[src/rtl/irx_pkg.sv]
package irx_pkg;
  localparam int NPORT = 3;
  localparam int SELW  = 2;

  typedef enum logic [SELW-1:0] {
    PS_COM = 2'd0,
    PS_IR  = 2'd1,
    PS_AUX = 2'd2,
    PS_OFF = 2'd3
  } port_sel_e;

  typedef struct packed {
    logic gen;
    logic chk;
  } crc_en_t;

  // Level of transmit line idx for a given selection.
  function automatic logic tx_level(port_sel_e sel, int idx, logic enc, logic pol);
    if (sel == PS_OFF) return pol;
    return (int'(sel) == idx) ? enc : 1'b0;
  endfunction

  // Where the shared CRC unit goes.
  function automatic crc_en_t crc_steer(logic lb, logic lb_crc, logic crc_sel, logic dir_tx);
    crc_en_t r;
    if (lb) begin
      r.gen = lb_crc;
      r.chk = ~lb_crc;
    end else begin
      r.gen = crc_sel & dir_tx;
      r.chk = crc_sel & ~dir_tx;
    end
    return r;
  endfunction
endpackage

[src/rtl/irx_port_mux.sv]
module irx_port_mux
  import irx_pkg::*;
(
  input  port_sel_e        sel,
  input  logic             enc_tx,
  input  logic             tx_pol,
  input  logic [NPORT-1:0] port_rx,
  output logic [NPORT-1:0] port_tx,
  output logic             rx_sel
);
  genvar i;
  generate
    for (i = 0; i < NPORT; i++) begin : g_tx
      assign port_tx[i] = tx_level(sel, i, enc_tx, tx_pol);
    end
  endgenerate

  always_comb begin
    rx_sel = 1'b0;
    for (int k = 0; k < NPORT; k++)
      if (int'(sel) == k) rx_sel = port_rx[k];
  end
endmodule

[src/rtl/irx_lb_ctl.sv]
module irx_lb_ctl #(
  parameter int CW       = 8,
  parameter int MODEW    = 3,
  parameter int CIR_MODE = 3
) (
  input  logic             clk,
  input  logic             rst,
  input  logic             wr_en,
  input  logic             wr_lb,
  input  logic [MODEW-1:0] mode,
  input  logic [CW-1:0]    rx_cnt,
  output logic             lb_q,
  output logic             autoclr,
  output logic             entry_blocked
);
  logic [CW-1:0] cnt_prev_q;
  logic          mode_idle;
  logic          lb_d;

  assign mode_idle     = (mode == '0);
  assign autoclr       = (mode == MODEW'(CIR_MODE)) && (cnt_prev_q == CW'(1)) && (rx_cnt == '0);
  assign entry_blocked = wr_en && wr_lb && !lb_q && !mode_idle;

  always_comb begin
    lb_d = lb_q;
    if (wr_en) lb_d = wr_lb ? (lb_q | mode_idle) : 1'b0;
    if (autoclr) lb_d = 1'b0;
  end

  always_ff @(posedge clk) begin
    if (rst) begin
      lb_q       <= 1'b0;
      cnt_prev_q <= '0;
    end else begin
      lb_q       <= lb_d;
      cnt_prev_q <= rx_cnt;
    end
  end
endmodule

[src/rtl/irx_port_ctl.sv]
module irx_port_ctl
  import irx_pkg::*;
#(
  parameter int CW       = 8,
  parameter int CIR_MODE = 3
) (
  input  logic             clk,
  input  logic             rst,
  input  logic             cfg_wr,
  input  logic [7:0]       cfg_wdata,
  output logic [7:0]       cfg_rdata,
  input  logic             leg_wr,
  input  logic [SELW-1:0]  leg_wdata,
  output logic [SELW-1:0]  leg_rdata,
  input  logic             mode_wr,
  input  logic [7:0]       mode_wdata,
  output logic [7:0]       mode_rdata,
  input  logic             enc_tx,
  output logic             dec_rx,
  output logic [NPORT-1:0] port_tx,
  input  logic [NPORT-1:0] port_rx,
  input  logic [CW-1:0]    rx_cnt,
  output logic             lb_active,
  output logic             crc_gen_en,
  output logic             crc_chk_en
);
  localparam int MODEW = 3;

  port_sel_e        sel_q;
  logic             lbcrc_q;
  logic [MODEW-1:0] mode_q;
  logic             crcsel_q, txpol_q, dirtx_q;
  logic             lb_q, autoclr, entry_blocked;
  logic             rx_sel;
  crc_en_t          crc_en;

  always_ff @(posedge clk) begin
    if (rst) begin
      sel_q    <= PS_COM;
      lbcrc_q  <= 1'b0;
      mode_q   <= '0;
      crcsel_q <= 1'b0;
      txpol_q  <= 1'b0;
      dirtx_q  <= 1'b0;
    end else begin
      if (cfg_wr) begin
        sel_q   <= port_sel_e'(cfg_wdata[7:6]);
        lbcrc_q <= cfg_wdata[4];
      end else if (leg_wr) begin
        sel_q   <= port_sel_e'(leg_wdata);
      end
      if (mode_wr) begin
        mode_q   <= mode_wdata[MODEW-1:0];
        crcsel_q <= mode_wdata[3];
        txpol_q  <= mode_wdata[4];
        dirtx_q  <= mode_wdata[5];
      end
    end
  end

  irx_lb_ctl #(.CW(CW), .MODEW(MODEW), .CIR_MODE(CIR_MODE)) u_lb (
    .clk(clk), .rst(rst), .wr_en(cfg_wr), .wr_lb(cfg_wdata[5]),
    .mode(mode_q), .rx_cnt(rx_cnt), .lb_q(lb_q), .autoclr(autoclr),
    .entry_blocked(entry_blocked)
  );

  irx_port_mux u_mux (
    .sel(sel_q), .enc_tx(enc_tx), .tx_pol(txpol_q), .port_rx(port_rx),
    .port_tx(port_tx), .rx_sel(rx_sel)
  );

  irx_crc_route u_crc (
    .lb(lb_q), .lb_crc(lbcrc_q), .crc_sel(crcsel_q), .dir_tx(dirtx_q), .en(crc_en)
  );

  assign dec_rx     = lb_q ? enc_tx : rx_sel;
  assign lb_active  = lb_q;
  assign crc_gen_en = crc_en.gen;
  assign crc_chk_en = crc_en.chk;
  assign cfg_rdata  = {sel_q, lb_q, lbcrc_q, 4'b0000};
  assign leg_rdata  = sel_q;
  assign mode_rdata = {2'b00, dirtx_q, txpol_q, crcsel_q, mode_q};
endmodule

[src/rtl/irx_crc_route.sv]
module irx_crc_route
  import irx_pkg::*;
(
  input  logic    lb,
  input  logic    lb_crc,
  input  logic    crc_sel,
  input  logic    dir_tx,
  output crc_en_t en
);
  assign en = crc_steer(lb, lb_crc, crc_sel, dir_tx);
endmodule

[config.mk]
export PLATFORM = sky130hd
export DESIGN_NAME = irx_port_ctl
export DESIGN_NICKNAME = d
export VERILOG_FILES = /design/src/rtl/irx_pkg.sv /design/src/rtl/irx_port_mux.sv /design/src/rtl/irx_lb_ctl.sv /design/src/rtl/irx_port_ctl.sv /design/src/rtl/irx_crc_route.sv
export SDC_FILE = /design/constraint.sdc
export NUM_CORES = 1
export LEC_CHECK = 0
export ABC_AREA = 1
export BUFFER_PORTS_ARGS = -buffer_cell sky130_fd_sc_hd__buf_2
export CAP_MARGIN = 10
export CORE_MARGIN = 2
export CORE_UTILIZATION = 40
export DETAILED_ROUTE_END_ITERATION = 16
export HOLD_SLACK_MARGIN = 0.05
export MAX_ROUTING_LAYER = met4
export PLACE_DENSITY = 0.77
export SKIP_LAST_GASP = 1
export SYNTH_ARGS = -nofsm -noshare
export SYNTH_HDL_FRONTEND = slang
export SYNTH_SLANG_ARGS = --single-unit
[constraint.sdc]
create_clock -name clk -period 1.2 [get_ports clk]
set_clock_uncertainty 0.15 [all_clocks]
set_input_delay 0.06 -clock clk [delete_from_list [all_inputs] [get_ports clk]]
set_output_delay 0.06 -clock clk [all_outputs]
set_load 0.03 [all_outputs]
# Yosys cells after proc, flatten, opt, wreduce, memory -nomap -nowiden
# Index checks and enable logic that the tools add are counted.
# W data, S select, Z words.
totals:
  register_bits: 18
  latch_bits: 0
  ramBits: 0
  romBits: 0
  output_inout_bits: 25
  word_cells: 41
  memories: 0
classes:
  n_addsub: 0
  n_mul: 0
  div: 0
  order_cmp: 0
  n_eq_ne: 5
  n_shift: 0
  muxes: 16
  bitwise: 5
  reduce_logical: 7
op_table:
  columns: ["op", "n"]
  rows:
  - ["$mux W1", 13]
  - ["$eq A8 B1 Y1 const B", 1]
  - ["$logic_not A8 Y1", 1]
  - ["$eq A2 B2 Y1 const B", 3]
  - ["$mux W2", 3]
  - ["$eq A3 B2 Y1 const B", 1]
  - ["$logic_not A3 Y1", 1]
  - ["$and A1 B1 Y1", 2]
  - ["$logic_and A1 B1 Y1", 2]
  - ["$logic_not A2 Y1", 1]
  - ["$not A1 Y1", 2]
  - ["$reduce_bool A2 Y1", 1]
  - ["$reduce_or A2 Y1", 1]
  - ["$or A1 B1 Y1", 1]

# Logic depth before layout (Yosys ltp)
logic_depth:
  ltp_word: 5
  depth_mapped: 6

# Hierarchy
# From an unflattened synthesis, not the netlist that was laid out.
unflattened:
  hier_cells: 145
  hier_area_um2: 934.6
modules_own_cells:
  columns: ["mod", "instances", "cells_per_inst", "area_each_um2", "seq_area_each_um2"]
  rows:
  - ["irx_port_ctl", 1, 61, 447.9, 180.2]
  - ["irx_lb_ctl", 1, 62, 391.6, 180.2]
  - ["irx_port_mux", 1, 13, 58.8, 0.0]
  - ["irx_crc_route", 1, 9, 36.3, 0.0]

# Worst setup path after synthesis
# OpenSTA, ideal clock, no wires.
synth_path:
  path_type: "register to output"
  startpoint: "reg sel_q[0] (netlist: leg_rdata[0])"
  endpoint: "out port_tx[1]"
  arrival_time_ns: 1.514
  path_slack_ns: -0.524
  path_stages_with_launch: 3
  n_path_buf: 0
  path_cell_list: "dfxtp_1 > inv_1 > o31ai_1"
synth_between:
  elab_chain_len: 3
  word_cells_on_any_way: 5
  classes_between: "2 x eq/ne; 3 x mux"
synth_lines:
  columns: ["element", "line_no", "source"]
  rows:
  - ["start: declaration", "irx_port_ctl.sv:29", "port_sel_e sel_q;"]
  - ["start signal: assignment", "irx_port_ctl.sv:47", "sel_q <= port_sel_e'(cfg_wdata[7:6]);"]
  - ["start signal: assignment", "irx_port_ctl.sv:50", "sel_q <= port_sel_e'(leg_wdata);"]
  - ["$eq A2 B2 Y1 (on tied branches)", "irx_pkg.sv:20, irx_pkg.sv:19", null]
  - ["$mux W1 (on tied branches)", "irx_pkg.sv:20, irx_pkg.sv:19", null]
  - ["$mux W1 *", "irx_pkg.sv:20", "return (int'(sel) == idx) ? enc : 1'b0;"]
  - ["end: declaration", "irx_port_ctl.sv:20", "output logic [NPORT-1:0] port_tx,"]
# Every way passes the cells marked *; elsewhere a longest branch is shown, timed or not.

# Worst setup path after layout
layout_path:
  startpoint: "reg sel_q[0] (netlist: leg_rdata[0])"
  endpoint: "out dec_rx"
layout_between:
  elab_chain_len: 5
  word_cells_on_any_way: 7
  classes_between: "2 x eq/ne; 4 x mux; 1 x reduce/logical"
layout_lines:
  columns: ["element", "line_no", "source"]
  rows:
  - ["$logic_not A2 Y1", "irx_port_mux.sv:21", "if (int'(sel) == k) rx_sel = port_rx[k];"]
  - ["$mux W1 (2 in series)", "irx_port_mux.sv:21", null]
  - ["$mux W1 *", "irx_port_mux.sv:21", null]
  - ["$mux W1 *", "irx_port_ctl.sv:76", "assign dec_rx = lb_q ? enc_tx : rx_sel;"]
  - ["end: declaration", "irx_port_ctl.sv:19", "output logic dec_rx,"]
# Marks and branches as above.

==> impl_metrics.csv <==
group,metric,value,unit
run_status,status,"finished, violations left",
run_status,violations,"negative setup slack",
sta,final.period_utilization,120,%
final_layout,final_cells,226,
place,dp_slack,-0.0307,ns
setup_path,setup.worst_path.class,"flip-flop to primary output",
power,cellPowerDensity,973,mW/mm^2
global_route,grt_pass1_vias,959,
drt,vias_per_cell,4.51,
synthesis,synthCells,127,
drt,wl,2.64,mm
power,p_leak,0.791,nW
sta,slew_violations,0,
global_route,grt_max_degree,11,
cts,numCtsBuffers,3,
cts,htree_levels,1,
floorplanning,num_io_pins,60,
sta,postLayoutSetupSlackWorst,-0.235,ns
floorplanning,die_y,51.3,um
setup_path,worstSetupEndpointType,"primary output",
hold_path,hold_path_class,"flip-flop to flip-flop",
synthesis,yosys_most_used_dff,"dfxtp_1",
synthesis,synth-edff-count,0,
floorplanning,num_rows,17,
synthesis,async_flop_share,0,%
place,place_area,0.00115,mm^2
drt,drt-wirelength-per-cell,11.7,um
final_layout,postLayoutCellArea,0.00160,mm^2
setup_path,cp-start-kind,"flip-flop",
global_route,grt_usage,19.8,%
final_layout,final_common_cell,"buf_2",
sta,hold_violations,0,
cts,insertion_delay,0.30,ns
run,max-cap-violations,0,
place,dp.cells,195,
synthesis,yosysSeqAreaShare,40.3,%
place,io_buffers,47,
drt,postRouteAntennaNets,0,
floorplanning,die_w,51.3,um
sta,max_clock_freq,0.697,GHz
floorplanning,core,0.00217,mm^2
sta,setup_viol,8,
synthesis,ys_types,16,
final_layout,nets,234,
drt,drt_first_iter_violations,10,
place,routabilityCongestion,0.688,
sta,rsz0062_at_grt,"true",
synthesis,ys_ff_latch,18,
floorplanning,initial_core_util,41.2,%
global_route,antenna_found_initial,0,
setup_path,arrival,1.22,ns
drt,via_count,1020,
setup_path,worstPathRequired,0.99,ns
setup_path,cp_max_fo,6,
drt,drt-pass1-iter-count,4,
drt,post-route-drc-count,0,
cts,cts_root_buffer,"clkbuf_4",
cts,clkTransAtPathRegs,0.10,ns
final_layout,antenna_cells,0,
sta,period_minus_slack,1.43,ns
synthesis,yosysWarnings,0,
sta,timing.hold.ws,0.341,ns
global_route,grt_first_pass_wirelength,3.73,mm
cts,cts_max_path_buffers,2,
synthesis,synth.avg_cell_area,7.03,um^2
synthesis,syn_area,893,um^2
cts,cts_tree,"built",
place,dpl.hpwl,1.55,mm
power,total_power,1.56,mW
cts,cts.sinks,18,
power,vdd_drop_max,0.938,mV
final_layout,syn_to_final_growth,79.0,%
floorplanning,dieArea,0.00263,mm^2
final_layout,drive_gt1_share,42.4,%
global_route,grt_overflow,0,
final_layout,final_cell_mix,"buf_2 (38), nor2_1 (27), dlygate4sd3_1 (24)",
timing repair:
item                                    CTS  global route
cloned                                    0             0
buffers inserted                          3             0
resized for setup                        30            18
hold buffers                             24             0
pin swaps                                 5             5
endpoints found under the hold margin    18             0
endpoints found under the setup margin    6            10
area by class of cell:
type	instances	area, um^2
inverter	22	105
timing repair buffer	76	573
tap	28	35.0
clock buffer	4	36.3
multi-input combinational	78	473
fill	174	571
sequential	18	377
kinds of logic after synthesis:
kind of cell | count (synthesis) | share of synthesized area, %
flip-flops | 18 | 40.3
AO/OA/AOI/OAI | 18 | 11.9
AND/OR/NAND/NOR | 54 | 24.5
other | 1 | 0.420
buffers and inverters | 36 | 22.8
report_power, final:
group | switching (mW) | internal [mW] | total (mW)
combinational | 0.282 | 0.222 | 0.503
clock | 0.196 | 0.185 | 0.382
sequential | 0.0369 | 0.633 | 0.670
cells in the mapped netlist (3+ instances only):
| master | count | share of area, % |
|---|---|---|
| inv_1 | 20 | 8.4 |
| o31ai_1 | 4 | 3.4 |
| buf_4 | 13 | 11 |
| o21ai_0 | 9 | 5.0 |
| dfxtp_1 | 18 | 40 |
| nand3_1 | 12 | 6.7 |
| nor2_1 | 28 | 12 |
| a21oi_1 | 3 | 1.7 |
| nand2_1 | 13 | 5.5 |
worst max-delay path: stages (launching register included):
cell and delay [ns]:
dfxtp_4 0.43, inv_4 0.06, nand3_2 0.07, nand3_2 0.08, nand2_2 0.09, o21ai_4 0.06
buf_6 0.14
registers in the layout, indices dropped and copies added (netlist names):
signal,flops
crcsel_q,1
u_lb.lb_q,1
dirtx_q,1
u_lb.cnt_prev_q,8
leg_rdata,2
txpol_q,1
lbcrc_q,1
mode_q,3
worst paths after layout:
path                 from           end  slack [ns]  cells past startpoint
min reg2reg      crcsel_q      crcsel_q        0.34                      2
max          leg_rdata[0]        dec_rx       -0.23                      6
min              crcsel_q      crcsel_q        0.34                      2
max reg2reg  leg_rdata[0]  leg_rdata[0]        0.19                      5
through the flow:
step	utilization [%]	setup TNS [ns]
floorplan	-	-0.0362
global placement	53.1	0
detailed placement	53.1	-0.0353
CTS	70.6	-1.08
global route	73.7	-1.37
finish	73.7	-1.05
metal layers:
| metal | track usage, % | vias to the layer above | share of wire (%) |
|---|---|---|---|
| met5 | - | - | 0 |
| met4 | 7.89 | 0 | 1.5 |
| met2 | 41.6 | 38 | 59 |
| met3 | 2.05 | 5 | 4.9 |
| li1 | - | 518 | - |
| met1 | 17.4 | 459 | 34 |
Power figures use the tool's default switching activity.
